==> config.mk <==
export PLATFORM = sky130hd
export DESIGN_NAME = sadc_port
export DESIGN_NICKNAME = d
export VERILOG_FILES = /design/src/rtl/sadc_pkg.sv /design/src/rtl/sadc_sync.sv /design/src/rtl/sadc_frame.sv /design/src/rtl/sadc_shift.sv /design/src/rtl/sadc_port.sv
export SDC_FILE = /design/constraint.sdc
export NUM_CORES = 1
export LEC_CHECK = 0
export CORE_UTILIZATION = 43
export DETAILED_ROUTE_END_ITERATION = 16
export GPL_ROUTABILITY_DRIVEN = 0
export PLACE_DENSITY = 0.74
export REMOVE_ABC_BUFFERS = 1
export SLEW_MARGIN = 20
export SYNTH_ARGS = -nofsm -noshare
export SYNTH_HDL_FRONTEND = slang
export SYNTH_SLANG_ARGS = --single-unit
==> constraint.sdc <==
create_clock -name clk -period 6.8 [get_ports clk]
set_input_delay 1.36 -clock clk [delete_from_list [all_inputs] [get_ports clk]]
set_output_delay 1.36 -clock clk [all_outputs]
set_load 0.02 [all_outputs]
==> src/rtl/sadc_pkg.sv <==
package sadc_pkg;

  localparam int CTRL_W = 8;

  typedef struct packed {
    logic [2:0] chan;
    logic       uni;
    logic       sgl;
    logic [1:0] pd;
  } ctrl_t;

  // Field positions within the seven bits that follow the start bit.
  function automatic ctrl_t decode_ctrl(input logic [CTRL_W-2:0] b);
    ctrl_t c;
    c.chan = b[6:4];
    c.uni  = b[3];
    c.sgl  = b[2];
    c.pd   = b[1:0];
    return c;
  endfunction

endpackage

==> src/rtl/sadc_sync.sv <==
module sadc_sync #(
  parameter int             W       = 3,
  parameter int             STAGES  = 2,
  parameter logic [W-1:0]   RST_VAL = '0
) (
  input  logic         clk,
  input  logic         rst,
  input  logic [W-1:0] d,
  output logic [W-1:0] q
);

  logic [STAGES-1:0][W-1:0] stg;

  always_ff @(posedge clk) begin
    if (rst) begin
      for (int i = 0; i < STAGES; i++) stg[i] <= RST_VAL;
    end else begin
      stg[0] <= d;
      for (int i = 1; i < STAGES; i++) stg[i] <= stg[i-1];
    end
  end

  assign q = stg[STAGES-1];

endmodule

==> src/rtl/sadc_frame.sv <==
module sadc_frame
  import sadc_pkg::*;
(
  input  logic              clk,
  input  logic              rst,
  input  logic              en,
  input  logic              rise,
  input  logic              fall,
  input  logic              bit_in,
  output logic              start_now,
  output logic              pending,
  output logic [CTRL_W-2:0] fields
);

  localparam int             CNT_W = $clog2(CTRL_W);
  localparam logic [CNT_W-1:0] LAST = CNT_W'(CTRL_W - 2);

  logic              active;
  logic [CNT_W-1:0]  cnt;
  logic [CTRL_W-2:0] sr;

  // A 1 seen while no command is being gathered opens a new command.
  assign start_now = en & rise & ~active & ~pending & bit_in;
  assign fields    = sr;

  always_ff @(posedge clk) begin
    if (rst) begin
      sr <= '0;
    end else if (en && rise && active) begin
      sr <= {sr[CTRL_W-3:0], bit_in};
    end
  end

  always_ff @(posedge clk) begin
    if (rst || !en) begin
      active  <= 1'b0;
      cnt     <= '0;
      pending <= 1'b0;
    end else begin
      if (start_now) begin
        active <= 1'b1;
        cnt    <= '0;
      end else if (rise && active) begin
        if (cnt == LAST) begin
          active  <= 1'b0;
          pending <= 1'b1;
        end else begin
          cnt <= cnt + 1'b1;
        end
      end
      if (fall && pending) pending <= 1'b0;
    end
  end

endmodule

==> src/rtl/sadc_shift.sv <==
module sadc_shift #(
  parameter int DATA_W = 10,
  parameter int SUB_W  = 2,
  localparam int RES_W = DATA_W + SUB_W
) (
  input  logic             clk,
  input  logic             rst,
  input  logic             en,
  input  logic             fall,
  input  logic             pending,
  input  logic             start_now,
  input  logic [RES_W-1:0] sample,
  output logic             ser_out,
  output logic             rdy
);

  localparam int               CNT_W  = $clog2(RES_W + 1);
  // Output position (1-based) of data bit 3: new starts are safe from here on.
  localparam logic [CNT_W-1:0] B3_POS = CNT_W'(DATA_W - 3);
  localparam logic [CNT_W-1:0] LAST   = CNT_W'(RES_W - 1);

  logic             conv;
  logic [CNT_W-1:0] out_cnt;
  logic [RES_W-1:0] sh;

  always_ff @(posedge clk) begin
    if (rst || !en) begin
      conv    <= 1'b0;
      out_cnt <= '0;
      ser_out <= 1'b0;
      rdy     <= 1'b0;
      if (rst) sh <= '0;
    end else begin
      if (start_now && conv && out_cnt < B3_POS) conv <= 1'b0;
      if (fall) begin
        if (pending) begin
          rdy     <= 1'b1;
          ser_out <= 1'b0;
          sh      <= sample;
          conv    <= 1'b1;
          out_cnt <= '0;
        end else if (conv) begin
          rdy     <= 1'b0;
          ser_out <= sh[RES_W-1];
          sh      <= {sh[RES_W-2:0], 1'b0};
          out_cnt <= out_cnt + 1'b1;
          if (out_cnt == LAST) conv <= 1'b0;
        end else begin
          rdy     <= 1'b0;
          ser_out <= 1'b0;
        end
      end
    end
  end

endmodule

==> src/rtl/sadc_port.sv <==
module sadc_port
  import sadc_pkg::*;
#(
  parameter int DATA_W      = 10,
  parameter int SUB_W       = 2,
  parameter int SYNC_STAGES = 2,
  localparam int RES_W      = DATA_W + SUB_W
) (
  input  logic             clk,
  input  logic             rst,
  input  logic             sel_n,
  input  logic             ser_clk,
  input  logic             ser_in,
  input  logic [RES_W-1:0] sample,
  output logic             ser_out,
  output logic             ser_out_en,
  output logic             rdy,
  output logic             rdy_en,
  output logic [2:0]       chan_sel,
  output logic             unipolar,
  output logic             single_ended,
  output logic [1:0]       pwr_mode
);

  logic [2:0] pins_s;
  logic       sel_s, clk_s, din_s;
  logic       clk_q, sel_q;
  logic       active, rise, fall;
  logic       start_now, pending;
  logic [CTRL_W-2:0] fields;
  ctrl_t      ctrl_q;
  logic       oe_q;

  sadc_sync #(.W(3), .STAGES(SYNC_STAGES), .RST_VAL(3'b100)) u_sync (
    .clk (clk),
    .rst (rst),
    .d   ({sel_n, ser_clk, ser_in}),
    .q   (pins_s)
  );

  assign {sel_s, clk_s, din_s} = pins_s;

  always_ff @(posedge clk) begin
    if (rst) begin
      clk_q <= 1'b0;
      sel_q <= 1'b1;
    end else begin
      clk_q <= clk_s;
      sel_q <= sel_s;
    end
  end

  assign active = ~sel_s;
  assign rise   = clk_s & ~clk_q;
  assign fall   = ~clk_s & clk_q;

  sadc_frame u_frame (
    .clk       (clk),
    .rst       (rst),
    .en        (active),
    .rise      (rise),
    .fall      (fall),
    .bit_in    (din_s),
    .start_now (start_now),
    .pending   (pending),
    .fields    (fields)
  );

  sadc_shift #(.DATA_W(DATA_W), .SUB_W(SUB_W)) u_shift (
    .clk       (clk),
    .rst       (rst),
    .en        (active),
    .fall      (fall),
    .pending   (pending),
    .start_now (start_now),
    .sample    (sample),
    .ser_out   (ser_out),
    .rdy       (rdy)
  );

  always_ff @(posedge clk) begin
    if (rst) begin
      ctrl_q <= '0;
      oe_q   <= 1'b0;
    end else begin
      oe_q <= active;
      if (active && fall && pending) ctrl_q <= decode_ctrl(fields);
    end
  end

  assign ser_out_en   = oe_q;
  assign rdy_en       = oe_q;
  assign chan_sel     = ctrl_q.chan;
  assign unipolar     = ctrl_q.uni;
  assign single_ended = ctrl_q.sgl;
  assign pwr_mode     = ctrl_q.pd;

endmodule

==> results.md, run 1 <==
* Status: complete, no violations
* FF/Latch Area at approximately 1000 sq um
* Setup crit start kind: input port
* Fin crit period at 3130 ps
* Initial antenna violation count at 0
* DIE WIDTH at 68.5 um
* Vias in the first global route at 1273
* CP max FO at 23
* Total core area at ~4000 sq um
* Worst-path clk slew at 80 ps
* Full die area at between 4000 and 5000 sq um
* CTS Hold Bufs at 0
* Clk_lat worst skew at around 300 ps
* Final setup fails at 0
* Starting Density at 46.2%
* CP Cell Sequence: clkdlybuf4s50_1, or2_2, inv_1, and3_1
* CTS buffer count at 5
* ANT cells at 0
* Avg Cell Area, Syn at 10.3 sq um
* Arrival @ worst endpoint at 3180 ps
* Via Count at 1374
* CP Buf/Inv Count at 2
* IO Port Bufs at 27
* Area Overhead vs Synth at 21.1%
* Tightest Pin Transition at 733 ps
* Max stage delay on crit path at 950 ps
* DRC at 0
* Congestion Overflow GR at 0
* Setup TNS at 0 ps
* Slowest CP cell: clkdlybuf4s50_1
* VDD IR-drop max at between 0.0001 and 0.00015 V
* Clk_skew at 3.40 ps
* Slew HR at 51.0%
* Yosys reg bits at 46
* Cell Area, Synth at roughly 1900 sq um
* Antenna viol nets, final at 0
* Initial DRT Pass Iterations at 4
* Post-Synthesis Cells at 185
* Area of the multi-input gates at 797 sq um
* Most numerous cell in the Yosys netlist: dfxtp_1
* Post-synth EDFFs at 12
* Nets at ~230
* Total power at 0.504 mW
* Leakage at 0.760 nW
* Sequential cell area fraction in the yosys report at a little over half
* CTS Buffer Depth at 2
* Fin cells at around 260
* Delay-heaviest family, CP: buffers and inverters
* Post_cts resized at 0
* Root Buffer: clkbuf_8
* Dpl cells at 250
* Detailed Route WL at 3430 um
* Crit share post-route at 46.0%
* Asr flop ratio synth at 0%
* WP data required at 6860 ps
* DPL Wire Length at 2310 um
* Initial drt markers at 96
* CP Class: input port to flop
* Top cells by count, synth: dfxtp_1 (34), nor2_1 (21), mux2i_1 (19), a21oi_1 (16), nand2_1 (15)
* Final Slew Violations at 0
* Fillers at 374
* CTS tree: built
* Die Span Y at approximately 69 um
* Final Hold Fails at 0
* Cell Pwr Density at 219 nW/um^2
* Max Clk Rate at about 320 MHz
* Post-synth top flop: dfxtp_1
* Setup bufs post-CTS at 0
* HP Class: flop to flop
* Synth top area share at 35.8%
* Post-DR vias/cell at 5.33
* CP Capture Type: flop
* Drt wl/cell at 13.3 um
* Distinct cells, synth at 37
* Largest net degree at the start of global routing at 24
* Max_cap viols at 0
* Area leader, netlist: dfxtp_1
* GRT Overall Usage at 16.7%
* Top cells by area, synth: dfxtp_1 (36%), edfxtp_1 (19%), mux2i_1 (10%)
* Share of cells above drive strength 1 at under 10%
* I/O pin total at 28
* Num rows at 23
* First-pass GRT wire length at 5670 um
* YS warnings at 0
* RSZ-0062 raised after global routing: no
* H-tree depth at 2
* Clk sinks at between 40 and 50
==> metrics by stage <==
| step | utilization, % | worst slack (ps) | area (sq um) | hold WS, ps |
|---|---|---|---|---|
| after floorplan | - | 4410 | 1840 | 389 |
| after global placement | 53.2 | 3370 | 2190 | 395 |
| after detailed placement | 53.2 | 3320 | 2190 | 400 |
| after CTS | 55.8 | 3640 | 2300 | 419 |
| after global routing | 56.0 | 3480 | 2300 | 436 |
| final | 56.0 | 3670 | 2300 | 416 |
==> power by group <==
group	switching, mW	total (mW)	internal (mW)
Sequential	0.00253	0.287	0.285
Clock	0.0862	0.196	0.110
Combinational	0.00821	0.0203	0.0121
==> state kept, by name (all words and copies together), names as in the netlist, 2 cells and up <==
register,cells
u_sync.q,3
u_frame.fields,7
chan_sel,3
u_frame.cnt,3
u_shift.sh,12
u_sync.stg,3
u_shift.out_cnt,4
pwr_mode,2
==> path summary, 6_finish.rpt <==
kind                   start            end  slack [ps]  cells after the start
max                      rst  u_shift.sh[0]        3670                      4
min            u_sync.stg[2]    u_sync.q[2]         420                      1
max reg2reg  u_frame.pending    pwr_mode[0]        4960                      4
min reg2reg    u_sync.stg[2]    u_sync.q[2]         420                      1
==> routing by layer <==
metal / up-vias / track usage, % / share of wire (%)
met5: - / 0 / 0
met1: 649 / 20.7 / 49
met3: 8 / 4.44 / 3.2
met4: 0 / 7.81 / 2.0
met2: 24 / 26.7 / 46
li1: 693 / - / -
==> layout make-up <==
cell class / instances / area share (%)
clock inverter: 1 / 1.30
inverter: 3 / 0.489
timing repair buffer: 29 / 12.4
clock buffer: 7 / 3.31
sequential: 46 / 45.2
multi-input combinational: 122 / 34.6
tap: 50 / 2.72
==> layout by cell type (no fill, tap or decap), drive strengths merged, types with 2 or more instances in the layout <==
cell type / count
dfxtp: 34
clkdlybuf4s50: 27
nor2: 21
mux2i: 19
a21oi: 16
nand2: 15
edfxtp: 12
o21ai: 8
clkbuf: 7
nor2b: 5
inv: 3
o31ai: 3
nand3: 3
or2: 3
ha: 3
nand3b: 2
nand4: 2
nand4b: 2
nor3b: 2
nor4: 2
and3: 2
buf: 2
==> worst reg2reg max path, stage by stage, from the launching register on <==
cell,delay (ps)
dfxtp_1,650
buf_4,320
and4bb_2,430
mux2i_1,260
nor2_1,50
==> cell families after synthesis <==
group / after synthesis / share of synthesized area, %
buffers and inverters: 17 / 3.68
muxes: 19 / 10.0
and+or+nand+nor: 68 / 19.9
DFF: 46 / 54.7
AOI/OAI and AO/OA: 32 / 9.67
adders and majority gates: 3 / 1.97
Power figures use the tool's default switching activity.
==> run 2, diff against run 1 <==
--- a/config.mk
+++ b/config.mk
@@ -8,7 +8,7 @@
 export CORE_UTILIZATION = 43
 export DETAILED_ROUTE_END_ITERATION = 16
 export GPL_ROUTABILITY_DRIVEN = 0
-export PLACE_DENSITY = 0.74
+export PLACE_DENSITY = 0.76
 export REMOVE_ABC_BUFFERS = 1
 export SLEW_MARGIN = 20
 export SYNTH_ARGS = -nofsm -noshare
==> constraint.sdc (replaced) <==
create_clock -name clk -period 2.8 [get_ports clk]
set_input_delay 0.56 -clock clk [delete_from_list [all_inputs] [get_ports clk]]
set_output_delay 0.56 -clock clk [all_outputs]
set_load 0.02 [all_outputs]
==> results.md, run 2 (synthesized netlist as in run 1, its figures left out) <==
* RSZ-0062 raised after global routing: no (unchanged)
* Root Buffer: clkbuf_8 (unchanged)
* Fin cells at 260 (was 258)
* Post-DR vias/cell at 5.17 (was 5.33)
* Initial antenna violation count at 0 (unchanged)
* Crit share post-route at ~65%
* Top sig layer: met4 (unchanged)
* CTS tree: built (unchanged)
* Area Overhead vs Synth at 20.5% (was 21.1%)
* FF/Latch Area at 1040 sq um (unchanged)
* I/O pin total at 28 (unchanged)
* Max Clk Rate at 553 MHz
* Status: complete, no violations (unchanged)
* CP Cell Sequence: clkdlybuf4s50_1 (was clkdlybuf4s50_1, or2_2, inv_1, and3_1)
* CTS Buffer Depth at 2 (unchanged)
* Drt wl/cell at 13.2 um (was 13.3 um)
* Dpl cells at 252 (was 250)
* Num rows at 23 (unchanged)
* Commonest non-fill, non-tap cells in the layout: dfxtp_1 (34), clkdlybuf4s50_1 (27), nor2_1 (21) (unchanged)
* Setup bufs post-CTS at 0 (unchanged)
* Final Hold Fails at 0 (unchanged)
* CP Capture Type: primary output (was flop)
* GRT Overall Usage at 16.8% (was 16.7%)
* Clk sinks at 46 (unchanged)
* First-pass GRT wire length at 5550 um (was 5670 um)
* Leading cell type in the layout, fill and taps excluded: dfxtp_1 (unchanged)
* Clk_lat worst skew at 300 ps (about the same)
* DPL Wire Length at 2350 um (was 2310 um)
* Area after DPL at 2210 sq um (was 2190 sq um)
* Most flops, register: u_shift.sh (unchanged)
* Number of flip-flops in the largest register at 12 (unchanged)
* Die Span Y at 68.5 um (unchanged)
* VDD IR-drop max at 0.000340 V (was 0.000133 V)
* Max_cap viols at 0 (unchanged)
* Clk_skew at 3.06 ps (was 3.40 ps)
* Congestion Overflow GR at 0 (unchanged)
* Fillers at 365 (was 374)
* Cell Pwr Density at 494 nW/um^2 (was 219 nW/um^2)
* Nets at 229 (was 227)
* DRC at 0 (unchanged)
* Met3 WL post-DR at 185 um (was 110 um)
* CP Class: flop to primary output (was input port to flop)
* WP data required at 2240 ps (was 6860 ps)
* Setup TNS at 0 ps (unchanged)
* Full die area at 4690 sq um (unchanged)
* CP max FO at 2 (was 23)
* Starting Density at 46.2% (unchanged)
* Delay-heaviest family, CP: buffers and inverters (unchanged)
* Worst-path clk slew at 80 ps (about the same)
* Slowest CP cell: clkdlybuf4s50_1 (unchanged)
* CTS buffer count at 5 (unchanged)
* Vias in the first global route at 1220 (was 1273)
* Final setup fails at 0 (unchanged)
* Setup crit start kind: flop (was input port)
* CTS Hold Bufs at 0 (unchanged)
* Tightest Pin Transition at 435 ps (was 733 ps)
* Post-Route M1 WL at 1620 um (was 1670 um)
* Final Slew Violations at 0 (unchanged)
* DIE WIDTH at 68.5 um (unchanged)
* ANT cells at 0 (unchanged)
* Final instance area at 2290 sq um (was 2300 sq um)
* WL met2 at 1580 um (about the same)
* Total core area at 4120 sq um (unchanged)
* Largest net degree at the start of global routing at 24 (unchanged)
* Initial drt markers at 110 (was 96)
* Detailed Route WL at 3430 um (unchanged)
* Post_cts resized at 0 (unchanged)
* Antenna viol nets, final at 0 (unchanged)
* CP Buf/Inv Count at 1 (was 2)
* Arrival @ worst endpoint at 1250 ps (was 3180 ps)
* Slew HR at 71.0% (was 51.0%)
* Leakage at 0.759 nW (was 0.760 nW)
* Area of the multi-input gates at 791 sq um (was 797 sq um)
* HP Class: flop to flop (unchanged)
* Fin crit period at 1810 ps
* Initial DRT Pass Iterations at 4 (unchanged)
* Max stage delay on crit path at 610 ps (was 950 ps)
* IO Port Bufs at 27 (unchanged)
* Via Count at 1343 (was 1374)
* Share of cells above drive strength 1 at 8.10% (was 7.21%)
* H-tree depth at 2 (unchanged)
==> run 2: changes by cell type in the layout (fill, tap and decap cells not counted), sizes merged <==
cell	delta
buf	+2
clkinv	+2
clkbuf	-2
clkinvlp	+1
bufinv	-1
==> run 2: power by group <==
part | internal [mW] | switching (mW) | total, mW
registers | 0.692 | 0.00587 | 0.698
logic | 0.0302 | 0.0202 | 0.0503
clock network | 0.171 | 0.212 | 0.383
==> run 2: worst paths after layout <==
check / from / endpoint / slack, ps / depth (start not counted)
hold / removal: u_sync.stg[2] / u_sync.q[2] / 420 / 1
hold reg to reg: u_sync.stg[2] / u_sync.q[2] / 420 / 1
setup / recovery: u_shift.ser_out / ser_out / 990 / 1
setup reg to reg: u_sync.q[2] / u_shift.sh[0] / 1190 / 3
==> run 2: metal layers <==
layer,vias to the layer above,global-route usage (%)
li1,694,-
met1,610,19.6
met2,34,27.2
met3,5,6.41
met4,0,7.81
met5,-,0
==> run 2: final cells by class <==
class,count,share of cell area (%)
sequential,46,45.4
multi-input combinational,122,34.5
timing repair buffer,31,13.1
clock buffer,5,3.00
tap,50,2.73
clock inverter,3,0.710
inverter,3,0.492
==> run 2: metrics by stage <==
stage / total power, mW / hold slack (ps) / util, % / worst slack [ps]
floorplan: 0.728 / 389 / - / 409
global placement: 0.763 / 394 / 53.6 / 764
detailed placement: 0.764 / 403 / 53.6 / 726
CTS: 1.14 / 427 / 55.7 / 965
global route: 1.18 / 431 / 55.7 / 912
finish: 1.13 / 423 / 55.7 / 991
